<file path="src/rtl/sram_ctrl_pkg.sv">
package sram_ctrl_pkg;

  typedef enum logic [1:0] {
    PH_IDLE   = 2'd0,
    PH_SETUP  = 2'd1,
    PH_STROBE = 2'd2,
    PH_HOLD   = 2'd3
  } phase_e;

  // Strobe length in clock cycles: access time over clock period, rounded up.
  function automatic int wait_cycles(input int access_ns, input int clk_ns);
    int n;
    n = (access_ns + clk_ns - 1) / clk_ns;
    if (n < 1) n = 1;
    return n;
  endfunction

endpackage

</file>
<file path="src/rtl/sram_wait_timer.sv">
module sram_wait_timer #(
  parameter int CNT_W = 4
) (
  input  logic             clk,
  input  logic             rst_n,
  input  logic             load,
  input  logic [CNT_W-1:0] load_val,
  output logic             expired
);

  logic [CNT_W-1:0] remain;

  always_ff @(posedge clk or negedge rst_n) begin
    if (!rst_n)                remain <= '0;
    else if (load)             remain <= load_val;
    else if (remain != '0)     remain <= remain - 1'b1;
  end

  assign expired = (remain == '0);

endmodule

</file>
<file path="src/rtl/sram_seq.sv">
module sram_seq
  import sram_ctrl_pkg::*;
#(
  parameter int ADDR_W   = 20,
  parameter int DATA_W   = 16,
  parameter int LANES    = 2,
  parameter int WAIT_CYC = 9
) (
  input  logic              clk,
  input  logic              rst_n,
  input  logic              req_valid,
  input  logic              req_write,
  input  logic [ADDR_W-1:0] req_addr,
  input  logic [DATA_W-1:0] req_wdata,
  input  logic [LANES-1:0]  req_be,
  output phase_e            phase,
  output logic              acc_write,
  output logic [ADDR_W-1:0] acc_addr,
  output logic [DATA_W-1:0] acc_wdata,
  output logic [LANES-1:0]  acc_be,
  output logic              req_ready,
  output logic              done,
  output logic              sample_now
);

  localparam int CNT_W = $clog2(WAIT_CYC + 1);
  localparam logic [CNT_W-1:0] LOAD_VAL = CNT_W'(WAIT_CYC - 1);

  logic accept;
  logic timer_load;
  logic strobe_last;

  assign accept     = req_valid && (phase == PH_IDLE);
  assign timer_load = (phase == PH_SETUP);
  assign req_ready  = (phase == PH_IDLE);
  assign done       = (phase == PH_HOLD);
  assign sample_now = (phase == PH_STROBE) && strobe_last;

  sram_wait_timer #(.CNT_W(CNT_W)) timer_i (
    .clk      (clk),
    .rst_n    (rst_n),
    .load     (timer_load),
    .load_val (LOAD_VAL),
    .expired  (strobe_last)
  );

  always_ff @(posedge clk or negedge rst_n) begin
    if (!rst_n) begin
      phase     <= PH_IDLE;
      acc_write <= 1'b0;
      acc_addr  <= '0;
      acc_wdata <= '0;
      acc_be    <= '0;
    end else begin
      unique case (phase)
        PH_IDLE: if (accept) begin
          phase     <= PH_SETUP;
          acc_write <= req_write;
          acc_addr  <= req_addr;
          acc_wdata <= req_wdata;
          acc_be    <= req_be;
        end
        PH_SETUP:  phase <= PH_STROBE;
        PH_STROBE: if (strobe_last) phase <= PH_HOLD;
        PH_HOLD:   phase <= PH_IDLE;
        default:   phase <= PH_IDLE;
      endcase
    end
  end

  // Checker-side count of strobe cycles in the current access.
  logic [CNT_W:0] strobe_run;
  always_ff @(posedge clk or negedge rst_n) begin
    if (!rst_n)                   strobe_run <= '0;
    else if (phase == PH_SETUP)   strobe_run <= '0;
    else if (phase == PH_STROBE)  strobe_run <= strobe_run + 1'b1;
  end


  strobe_len_chk: assert property (@(posedge clk) disable iff (!rst_n)
    (phase == PH_HOLD) |-> (strobe_run == (CNT_W+1)'(WAIT_CYC)));


  done_pulse_chk: assert property (@(posedge clk) disable iff (!rst_n)
    done |=> !done);


  busy_until_done_chk: assert property (@(posedge clk) disable iff (!rst_n)
    (!req_ready && !done) |=> !req_ready);


  latch_stable_chk: assert property (@(posedge clk) disable iff (!rst_n)
    (!req_ready && !done) |=> ($stable(acc_addr) && $stable(acc_be) && $stable(acc_write)));

endmodule

</file>
<file path="src/rtl/sram_pin_drive.sv">
module sram_pin_drive
  import sram_ctrl_pkg::*;
#(
  parameter int ADDR_W = 20,
  parameter int DATA_W = 16,
  parameter int LANES  = 2
) (
  input  logic              clk,
  input  logic              rst_n,
  input  phase_e            phase,
  input  logic              acc_write,
  input  logic [ADDR_W-1:0] acc_addr,
  input  logic [DATA_W-1:0] acc_wdata,
  input  logic [LANES-1:0]  acc_be,
  input  logic              sample_now,
  input  logic [DATA_W-1:0] dq_in,
  output logic [ADDR_W-1:0] pin_addr,
  output logic              pin_ce_n,
  output logic              pin_ce,
  output logic              pin_we_n,
  output logic              pin_oe_n,
  output logic [LANES-1:0]  pin_bs_n,
  output logic [DATA_W-1:0] pin_dq_out,
  output logic              pin_dq_oe,
  output logic [DATA_W-1:0] rd_data
);

  logic idle;
  assign idle       = (phase == PH_IDLE);
  assign pin_ce_n   = idle;
  assign pin_ce     = !idle;
  assign pin_we_n   = !((phase == PH_STROBE) && acc_write);
  assign pin_oe_n   = !((phase == PH_STROBE) && !acc_write);
  assign pin_dq_oe  = acc_write && !idle;
  assign pin_addr   = acc_addr;
  assign pin_dq_out = acc_wdata;

  for (genvar l = 0; l < LANES; l++) begin : g_lane
    assign pin_bs_n[l] = idle || !acc_be[l];

    always_ff @(posedge clk or negedge rst_n) begin
      if (!rst_n)          rd_data[l*8 +: 8] <= '0;
      else if (sample_now) rd_data[l*8 +: 8] <= acc_be[l] ? dq_in[l*8 +: 8] : 8'h00;
    end
  end


  no_contention_chk: assert property (@(posedge clk) disable iff (!rst_n)
    !(pin_dq_oe && !pin_oe_n));


  we_chip_sel_chk: assert property (@(posedge clk) disable iff (!rst_n)
    !pin_we_n |-> (!pin_ce_n && pin_ce && pin_dq_oe));


  idle_standby_chk: assert property (@(posedge clk) disable iff (!rst_n)
    pin_ce_n |-> (!pin_ce && (&pin_bs_n) && pin_we_n && pin_oe_n && !pin_dq_oe));


  addr_stable_chk: assert property (@(posedge clk) disable iff (!rst_n)
    !pin_we_n |=> ($stable(pin_addr) && $stable(pin_dq_out)));


  we_hold_chk: assert property (@(posedge clk) disable iff (!rst_n)
    $rose(pin_we_n) |-> (pin_dq_oe && !pin_ce_n));

endmodule

</file>
<file path="src/rtl/async_sram_ctrl.sv">
module async_sram_ctrl
  import sram_ctrl_pkg::*;
#(
  parameter int ADDR_W        = 20,
  parameter int DATA_W        = 16,
  parameter int CLK_PERIOD_NS = 8,
  parameter int ACCESS_NS     = 70
) (
  input  logic              clk,
  input  logic              rst_n,
  input  logic              req_valid,
  input  logic              req_write,
  input  logic [ADDR_W-1:0] req_addr,
  input  logic [DATA_W-1:0] req_wdata,
  input  logic [1:0]        req_be,
  output logic              req_ready,
  output logic              done,
  output logic              rd_valid,
  output logic [DATA_W-1:0] rd_data,
  output logic [ADDR_W-1:0] mem_addr,
  output logic              mem_ce_n,
  output logic              mem_ce,
  output logic              mem_we_n,
  output logic              mem_oe_n,
  output logic              mem_lo_n,
  output logic              mem_hi_n,
  output logic [DATA_W-1:0] mem_dq_out,
  output logic              mem_dq_oe,
  input  logic [DATA_W-1:0] mem_dq_in
);

  localparam int LANES    = 2;
  localparam int WAIT_CYC = wait_cycles(ACCESS_NS, CLK_PERIOD_NS);

  phase_e              phase;
  logic                acc_write;
  logic [ADDR_W-1:0]   acc_addr;
  logic [DATA_W-1:0]   acc_wdata;
  logic [LANES-1:0]    acc_be;
  logic                sample_now;
  logic [LANES-1:0]    bs_n;

  sram_seq #(
    .ADDR_W(ADDR_W), .DATA_W(DATA_W), .LANES(LANES), .WAIT_CYC(WAIT_CYC)
  ) seq_i (
    .clk        (clk),
    .rst_n      (rst_n),
    .req_valid  (req_valid),
    .req_write  (req_write),
    .req_addr   (req_addr),
    .req_wdata  (req_wdata),
    .req_be     (req_be),
    .phase      (phase),
    .acc_write  (acc_write),
    .acc_addr   (acc_addr),
    .acc_wdata  (acc_wdata),
    .acc_be     (acc_be),
    .req_ready  (req_ready),
    .done       (done),
    .sample_now (sample_now)
  );

  sram_pin_drive #(
    .ADDR_W(ADDR_W), .DATA_W(DATA_W), .LANES(LANES)
  ) pins_i (
    .clk        (clk),
    .rst_n      (rst_n),
    .phase      (phase),
    .acc_write  (acc_write),
    .acc_addr   (acc_addr),
    .acc_wdata  (acc_wdata),
    .acc_be     (acc_be),
    .sample_now (sample_now),
    .dq_in      (mem_dq_in),
    .pin_addr   (mem_addr),
    .pin_ce_n   (mem_ce_n),
    .pin_ce     (mem_ce),
    .pin_we_n   (mem_we_n),
    .pin_oe_n   (mem_oe_n),
    .pin_bs_n   (bs_n),
    .pin_dq_out (mem_dq_out),
    .pin_dq_oe  (mem_dq_oe),
    .rd_data    (rd_data)
  );

  assign mem_lo_n = bs_n[0];
  assign mem_hi_n = bs_n[1];
  assign rd_valid = done && !acc_write;


  rd_valid_chk: assert property (@(posedge clk) disable iff (!rst_n)
    rd_valid |-> (done && mem_we_n && !mem_dq_oe));

endmodule

</file>
<file path="config.mk">
export PLATFORM = sky130hd
export DESIGN_NAME = async_sram_ctrl
export DESIGN_NICKNAME = d
export VERILOG_FILES = /design/src/rtl/sram_ctrl_pkg.sv /design/src/rtl/sram_wait_timer.sv /design/src/rtl/sram_seq.sv /design/src/rtl/sram_pin_drive.sv /design/src/rtl/async_sram_ctrl.sv
export SDC_FILE = /design/constraint.sdc
export NUM_CORES = 1
export LEC_CHECK = 0
export ABC_AREA = 1
export ABC_CLOCK_PERIOD_IN_PS = 1390
export BUFFER_PORTS_ARGS = -buffer_cell sky130_fd_sc_hd__buf_4
export CAP_MARGIN = 5
export CORE_ASPECT_RATIO = 1.75
export CORE_MARGIN = 2
export CORE_UTILIZATION = 42
export CTS_CLUSTER_SIZE = 20
export DETAILED_ROUTE_END_ITERATION = 10
export PLACE_DENSITY = 0.75
export SLEW_MARGIN = 10
export SYNTH_ARGS = -nofsm -noshare
export SYNTH_HDL_FRONTEND = slang
export SYNTH_SLANG_ARGS = --single-unit
</file>
<file path="constraint.sdc">
create_clock -name clk -period 1.39 [get_ports clk]
set_input_delay 0.278 -clock clk [delete_from_list [all_inputs] [get_ports clk]]
set_output_delay 0.278 -clock clk [all_outputs]
set_load 0.05 [all_outputs]
</file>
; ---- Yosys cells after proc, flatten, opt, wreduce, memory -nomap -nowiden
; Index checks and enable logic that the tools add are counted.
[word_totals]
regBits = 61
inputBits = 58
output_inout_bits = 62
elab_cells = 41
[classes]
n_addsub = 1
eq_ne = 5
muxes = 7
reduce_logical = 20
[op_table]
columns = op, count
row1 = $mux 8, 2
row2 = $mux 4, 2
row3 = $pmux 2 s4, 1
row4 = $logic_and 1x1->1, 6
row5 = $logic_not 1->1, 6
row6 = $eq 2x2->1 const B, 2
row7 = $logic_not 4->1, 1
row8 = $mux 2, 2
row9 = $ne 2x2->1 const B, 2
row10 = $reduce_and 2->1, 2
row11 = $reduce_bool 4->1, 1
row12 = $sub 4x1->4 const B, 1
row13 = $eq 2x1->1 const B, 1
row14 = $logic_not 2->1, 1
row15 = $logic_or 1x1->1, 2
row16 = $reduce_bool 2->1, 1

; ---- Logic depth before layout (Yosys ltp)
; Gate-level depths: netlist of run 1.
[depth]
ltp_word = 4
ltp_mapped = 8
mapped_depth_nobuf = 7

; ---- Cells and area by module
; From an unflattened synthesis of run 1, not the netlist that was laid out.
[hier_totals]
cells_unflattened = 348
area_unflattened_um2 = 2975.4
[by_module_without_submodules]
columns = mod, n_inst, cells_each, area_each_um2, seq_area_each_um2
row1 = sram_seq, 1, 197, 1724.2, 1026.0
row2 = sram_pin_drive, 1, 115, 998.5, 400.4
row3 = sram_wait_timer, 1, 34, 242.7, 100.1
row4 = async_sram_ctrl, 1, 2, 10.0, 0.0

; ---- Worst setup path after synthesis of run 1
; Ideal clock, no wire load.
[synth_path]
kind = flip-flop to output port
startpoint = reg seq_i.phase[0]
endpoint = out mem_dq_oe
arrival_ns = 1.819
slack_ns = -0.707
stages_incl_launch_ff = 5
path_buffers = 1
path_cell_list = dfrtp_1 -> inv_1 -> ha_1 -> clkbuf_1 -> nor2_1
[synth_via]
elab_chain_len = 3
[synth_lines]
columns = item, line
row1 = "start, declared", sram_seq.sv:16  ; output phase_e phase,
row2 = "start signal, assigned", sram_seq.sv:49  ; phase <= PH_IDLE;
row3 = "start signal, assigned", sram_seq.sv:57  ; phase <= PH_SETUP;
row4 = "start signal, assigned", sram_seq.sv:63  ; PH_SETUP: phase <= PH_STROBE;
row5 = $logic_not 2->1, sram_pin_drive.sv:29  ; assign idle = (phase == PH_IDLE);
row6 = named net mem_ce_n, async_sram_ctrl.sv:21  ; output logic mem_ce_n,
row7 = $logic_not 1->1, sram_pin_drive.sv:34  ; assign pin_dq_oe = acc_write && !idle;
row8 = $logic_and 1x1->1, sram_pin_drive.sv:34
row9 = "end, declared", async_sram_ctrl.sv:28  ; output logic mem_dq_oe,
; The timed path passes the listed nets, and every way through them passes these cells.

; ---- Worst setup path after layout of run 1
[layout_path]
startpoint = reg seq_i.phase[1]
endpoint = out mem_lo_n
[layout_via]
elab_chain_len = 2
[layout_lines]
columns = item, line
row1 = $logic_not 2->1, sram_pin_drive.sv:29
row2 = $logic_or 1x1->1, sram_pin_drive.sv:39  ; assign pin_bs_n[l] = idle || !acc_be[l];
row3 = "end, declared", async_sram_ctrl.sv:25  ; output logic mem_lo_n,
; Every way passes these cells.

==> impl_metrics.env, run 1 <==
export IMPL_die_y_um=108.1
export IMPL_dr_pass1_iters=4
export IMPL_syn_to_final_growth_pct=56.64
export IMPL_power_mw=12.27
export IMPL_cp_arrival_ps=1340
export IMPL_criticalPathCategory="flop to output pin"
export IMPL_start_util=0.4272
export IMPL_power_density_mw_per_mm2=3014
export IMPL_io_buffers=119
export IMPL_core_area_mm2=0.006086
export IMPL_ctsHtreeMaxLevel=3
export IMPL_use_met1=0.2197
export IMPL_drt_iter0_drc=101
export IMPL_nNetsFinal=491
export IMPL_core_rowCount=38
export IMPL_clockRootBuffer="clkbuf_8"
export IMPL_track_usage=0.1998
export IMPL_clock_skew_ps=9.179
export IMPL_overflow=0
export IMPL_fp_dieArea_mm2=0.006861
export IMPL_cp_startpoint="seq_i.phase[1]$_DFFE_PN0P_"
export IMPL_worstPathRequired_ps=1110
export IMPL_ant_nets=0
export IMPL_cts_sinks=61
export IMPL_violations="negative setup slack"
export IMPL_die_w_um=63.48
export IMPL_routed_wl_mm=6.777
export IMPL_maxSlewHeadroom=0.7380
export IMPL_hold_viol_final=0
export IMPL_cp_max_fo=6
export IMPL_syn_nets=358
export IMPL_setup_viol=12
export IMPL_place_gp_congestion=0.7222
export IMPL_vdd_drop_max_v=0.001725
export IMPL_synth_cell_types=19
export IMPL_grt_max_degree=35
export IMPL_status="finished with violations"
export IMPL_drv_slew=0
export IMPL_grt_pass1_vias=2448
export IMPL_antenna_found_initial=0
export IMPL_start_kind="flop"
export IMPL_grtUsageMet3=0.04891
export IMPL_vias=2450
export IMPL_layout_drive_gt1_share=0.4120
export IMPL_ys_warn_count=0
export IMPL_hold_class="primary input to flop"
export IMPL_cts_buffer_depth=2
export IMPL_ys_seq_elements=61
export IMPL_fmax_mhz=618.0
export IMPL_leakagePower_nw=2.225
export IMPL_min_from="mem_dq_in[14]"
export IMPL_num_antenna_cells=0
export IMPL_place_ws_ps=22.78
export IMPL_cts_tree="yes"
export IMPL_worst_slew_pin_slew_ps=393.0
export IMPL_dpl_hpwl_mm=4.779
export IMPL_grt_pass1_wl_mm=10.79
export IMPL_gr_usage_met2=0.3602
export IMPL_r2r_start="seq_i.phase[1]$_DFFE_PN0P_"
export IMPL_synthesis_area_mm2=0.002600
export IMPL_final_min_clock_period_ps=1618
export IMPL_end_kind="output pin"
export IMPL_timing_final_ws_setup_ps=-228.1
export IMPL_syn_avg_cell_area_um2=8.844
export IMPL_fill_cells=527
export IMPL_rsz0062_at_grt="yes"
export IMPL_synthCells=294
export IMPL_wl_per_cell_um=13.24
export IMPL_cts_clk_slew_worst_paths_ps=70
export IMPL_grt_busiest_layer="met2"
export IMPL_finalCritPeriodShare=1.164
export IMPL_viasPerCell=4.785
export IMPL_route_detailed_drc=0
export IMPL_clk_latency_ps=330
export IMPL_max_cap_viol_count=0
export IMPL_ios=120
export IMPL_yosysSeqAreaShare=0.5871
export IMPL_cts_made_buffers=9
==> report_power, final <==
| group | internal (mW) | switching, mW | total [mW] |
|---|---|---|---|
| registers | 2.64 | 0.625 | 3.27 |
| logic | 2.46 | 4.96 | 7.42 |
| clock network | 0.925 | 0.666 | 1.59 |
| total | 6.03 | 6.25 | 12.3 |
==> sequential cells by signal (all words and copies together) (netlist names) <==
register and count:
seq_i.acc_wdata 16, seq_i.phase 2, seq_i.timer_i.remain 4, pins_i.rd_data 16
seq_i.acc_write 1, seq_i.acc_addr 20, seq_i.acc_be 2
==> layer usage <==
| layer | vias to the layer above | share of wire |
|---|---|---|
| met2 | 84 | 0.55 |
| met4 | 0 | 0.017 |
| met1 | 1167 | 0.38 |
| li1 | 1191 | - |
| met3 | 8 | 0.057 |
| met5 | - | 0 |
==> path summary, 6_finish.rpt <==
| check | cells past startpoint | endpoint | slack [ps] |
|---|---|---|---|
| max reg2reg | 9 | seq_i.phase[0]$_DFFE_PN0P_ | -160 |
| min in group asynchronous | 2 | seq_i.acc_addr[0]$_DFFE_PN0P_ | 400 |
| min | 3 | pins_i.rd_data[14]$_DFFE_PN0P_ | 170 |
| max in group asynchronous | 3 | seq_i.phase[1]$_DFFE_PN0P_ | 460 |
| max | 5 | mem_lo_n | -230 |
| min reg2reg | 2 | seq_i.acc_addr[2]$_DFFE_PN0P_ | 480 |
==> final cells by class <==
cell class	instances	area [um^2]	area share
sequential	61	1529	0.3754
clock inverter	5	58.81	0.01444
inverter	10	45.04	0.01106
tap	80	100.1	0.02458
multi-input combinational	206	1022	0.2510
clock buffer	11	151.4	0.03717
timing repair buffer	139	1166	0.2863
==> per-stage QoR <==
step / util / TNS [ps] / cells / instance area (um^2) / hold WS [ps]
2_1_floorplan: - / -31.25 / 294 / 2660 / -17.59
3_3_place_gp: 0.5966 / 0 / 485 / 3631 / 220.8
3_5_place_dp: 0.5966 / 0 / 485 / 3631 / 223.3
4_1_cts: 0.6468 / -2018 / 507 / 3936 / 148.9
5_1_grt: 0.6692 / -4154 / 512 / 4073 / 153.6
6_report: 0.6692 / -2135 / 512 / 4073 / 170.5
==> timing repair <==
action | in CTS | in global routing
endpoints found under the hold margin | 27 | 0
endpoints found under the setup margin | 10 | 67
pin swaps | 3 | 4
buffers inserted | 5 | 3
cloned | 0 | 2
resized for setup | 14 | 21
hold buffers | 1 | 0
==> logic make-up after synthesis <==
kind of cell             synth area share
AO/OA/AOI/OAI                    0.001923
flip-flops                         0.5871
adder cells (fa/ha/maj)           0.02887
buffers and inverters             0.05486
AND/OR/NAND/NOR                    0.3239
XOR/XNOR                         0.003369
==> cell usage after synthesis (all sizes together) <==
master / number / area (um^2)
dfrtp: 61 / 1526
nand3: 60 / 300.3
nor3: 1 / 5.000
ha: 6 / 75.07
inv: 10 / 37.54
a21oi: 1 / 5.000
xnor2: 1 / 8.760
or2: 1 / 6.260
nor2: 9 / 43.80
nand2: 127 / 486.7
buf: 11 / 82.58
clkbuf: 6 / 22.52
==> cell usage in the layout (no fill, tap or decap), types with 2 or more instances in the layout <==
cell / synthesis / final
nand2_1: 125 / 121
buf_4: 1 / 121
nand3_1: 60 / 59
dfrtp_1: 61 / 59
clkbuf_8: 0 / 11
buf_8: 0 / 6
buf_6: 4 / 6
nor2_1: 7 / 5
inv_1: 7 / 4
inv_2: 3 / 4
nand2_4: 1 / 4
nor2_4: 1 / 3
buf_12: 0 / 3
ha_4: 0 / 2
ha_2: 0 / 2
ha_1: 6 / 2
clkinvlp_4: 0 / 2
dfrtp_2: 0 / 2
==> worst max-delay path, cell delays in order (launching register included) <==
cell,delay [ps]
dfrtp_2,430
inv_2,90
ha_4,220
inv_6,70
nand2_4,60
buf_8,140
Power figures use the tool's default switching activity.
==> run 2, diff against run 1 <==
Settings changed: CORE_MARGIN 2 to not set, CORE_UTILIZATION 42 to 35, PLACE_DENSITY 0.75 to 0.64.
==> run 2 against run 1 <==
  * The run still ends with negative setup slack left
  * Power is 7.5% higher
  * Flip-flop and latch count stayed put
  * Die area is 14% higher
  * Design area is 9.7% higher
==> impl_metrics.env, run 2 (synthesized netlist as in run 1, its figures left out) <==
export IMPL_start_util=0.3620
export IMPL_finalCritPeriodShare=1.161
export IMPL_cts_buffer_depth=2
export IMPL_start_kind="flop"
export IMPL_regMostFlops="seq_i.acc_addr"
export IMPL_dp_cells=493
export IMPL_max_cap_viol_count=0
export IMPL_ios=120
export IMPL_cts_tree="yes"
export IMPL_slowest_delay_ps=440
export IMPL_drv_slew=0
export IMPL_drt_iter0_drc=135
export IMPL_place_ws_ps=16.40
export IMPL_wl_per_cell_um=14.57
export IMPL_fmax_mhz=619.7
export IMPL_power_mw=13.20
export IMPL_core_rowCount=41
export IMPL_clockRootBuffer="clkbuf_16"
export IMPL_cp_num_buf_inv=3
export IMPL_power_density_mw_per_mm2=2953
export IMPL_num_antenna_cells=0
export IMPL_io_buffers=119
export IMPL_cpLargestDelayFamily="flip-flops"
export IMPL_leakagePower_nw=2.366
export IMPL_violations="negative setup slack"
export IMPL_dr_pass1_iters=6
export IMPL_syn_to_final_growth_pct=71.90
export IMPL_antenna_found_initial=0
export IMPL_criticalPathCategory="flop to output pin"
export IMPL_cts_clk_slew_worst_paths_ps=50
export IMPL_cp_max_fo=7
export IMPL_status="finished with violations"
export IMPL_grt_pass1_wl_mm=11.15
export IMPL_hold_class="primary input to flop"
export IMPL_end_kind="output pin"
export IMPL_die_w_um=67.15
export IMPL_core_area_mm2=0.007182
export IMPL_die_y_um=116.0
export IMPL_ctsHtreeMaxLevel=3
export IMPL_place_gp_congestion=0.7518
export IMPL_grt_max_degree=40
export IMPL_viasPerCell=4.678
export IMPL_crit_chain="inv_2, ha_4, inv_6, nand2_4, buf_8"
export IMPL_maxSlewHeadroom=0.7803
export IMPL_dpl_hpwl_mm=4.996
export IMPL_worst_slew_pin_slew_ps=329.6
export IMPL_track_usage=0.1926
export IMPL_clock_skew_ps=3.089
export IMPL_setup_viol=67
export IMPL_clk_latency_ps=320
export IMPL_ant_nets=0
export IMPL_critPathSlowestCell="dfrtp_2"
export IMPL_cp_arrival_ps=1340
export IMPL_worstPathRequired_ps=1110
export IMPL_rsz0062_at_grt="yes"
export IMPL_layout_drive_gt1_share=0.4764
export IMPL_routed_wl_mm=7.735
export IMPL_fp_dieArea_mm2=0.007790
export IMPL_cts_sinks=61
export IMPL_timing_final_ws_setup_ps=-223.7
export IMPL_route_detailed_drc=0
export IMPL_stdcell_count=531
export IMPL_largestRegisters="seq_i.acc_addr x20, pins_i.rd_data x16, seq_i.acc_wdata x16"
export IMPL_largest_reg_flops=20
export IMPL_cts_made_buffers=9
export IMPL_hold_viol_final=0
export IMPL_layout_commonest_cell="buf_4"
export IMPL_grt_pass1_vias=2469
export IMPL_overflow=0
export IMPL_vias=2484
export IMPL_final_cell_mix="buf_4 (127), nand2_1 (113), dfrtp_1 (60)"
export IMPL_nNetsFinal=504
export IMPL_whs_ps=181.6
export IMPL_vdd_drop_max_v=0.001424
export IMPL_r2r_slack_ps=-90
export IMPL_final_min_clock_period_ps=1614
[run 2: cell types whose count changed in the layout (fill, tap and decap cells not counted), moves of 3 or more]
| cell | delta |
|---|---|
| clkbuf_8 | -11 |
| nand3_4 | +3 |
| nand3_1 | -17 |
| nand2_2 | +8 |
| buf_4 | +6 |
| nand3_2 | +14 |
| clkbuf_16 | +13 |
| clkinv_2 | +3 |
| nand2_1 | -8 |
[run 2: worst paths after layout]
check	endpoint	cells past startpoint	startpoint
max	mem_hi_n	5	seq_i.phase[1]$_DFFE_PN0P_
min	pins_i.rd_data[15]$_DFFE_PN0P_	3	mem_dq_in[15]
max reg2reg	pins_i.rd_data[2]$_DFFE_PN0P_	9	seq_i.phase[0]$_DFFE_PN0P_
min reg2reg	seq_i.acc_addr[2]$_DFFE_PN0P_	2	seq_i.acc_addr[2]$_DFFE_PN0P_
max in group asynchronous	seq_i.phase[1]$_DFFE_PN0P_	3	rst_n
min in group asynchronous	seq_i.acc_addr[17]$_DFFE_PN0P_	2	rst_n
[run 2: worst min-delay path, delay by kind of cell]
family,cells,cell delay [ps]
buffers and inverters,1,80
AND/OR/NAND/NOR,2,110
[run 2: repair_timing]
item                                    in CTS  in global routing
setup buffers                                8                  5
pin swaps                                    3                 20
endpoints found under the setup margin      10                 65
endpoints found under the hold margin       22                  0
gates resized for setup                     19                 42
gates cloned                                 0                  9
hold buffers                                 1                  0
[run 2: cell type report]
class                      instances  area, um^2
fill                             626        2713
sequential                        61        1528
timing repair buffer             151        1349
multi-input combinational        207        1177
clock buffer                      11       232.7
tap                               86       107.6
inverter                          10       47.55
clock inverter                     5       27.53
[run 2: stage by stage]
stage,TNS (ps),util,cell area [um^2]
after global placement,0,0.5105,3666
after global routing,-9269,0.6223,4469
after detailed placement,0,0.5105,3666
final,-5409,0.6223,4469
after floorplan,-31.25,-,2660
after CTS,-1892,0.5685,4083
[run 2: where the power goes]
part	internal, mW	switching [mW]	total [mW]
registers	2.64	0.559	3.20
logic	2.80	5.27	8.06
clock network	1.19	0.741	1.93
total	6.63	6.57	13.2
[run 2: layer usage]
layer  global-route usage  part of all wire
met1               0.2092              0.35
met2               0.3333              0.57
met3              0.04429             0.051
met4               0.1092             0.027
met5                    0                 0
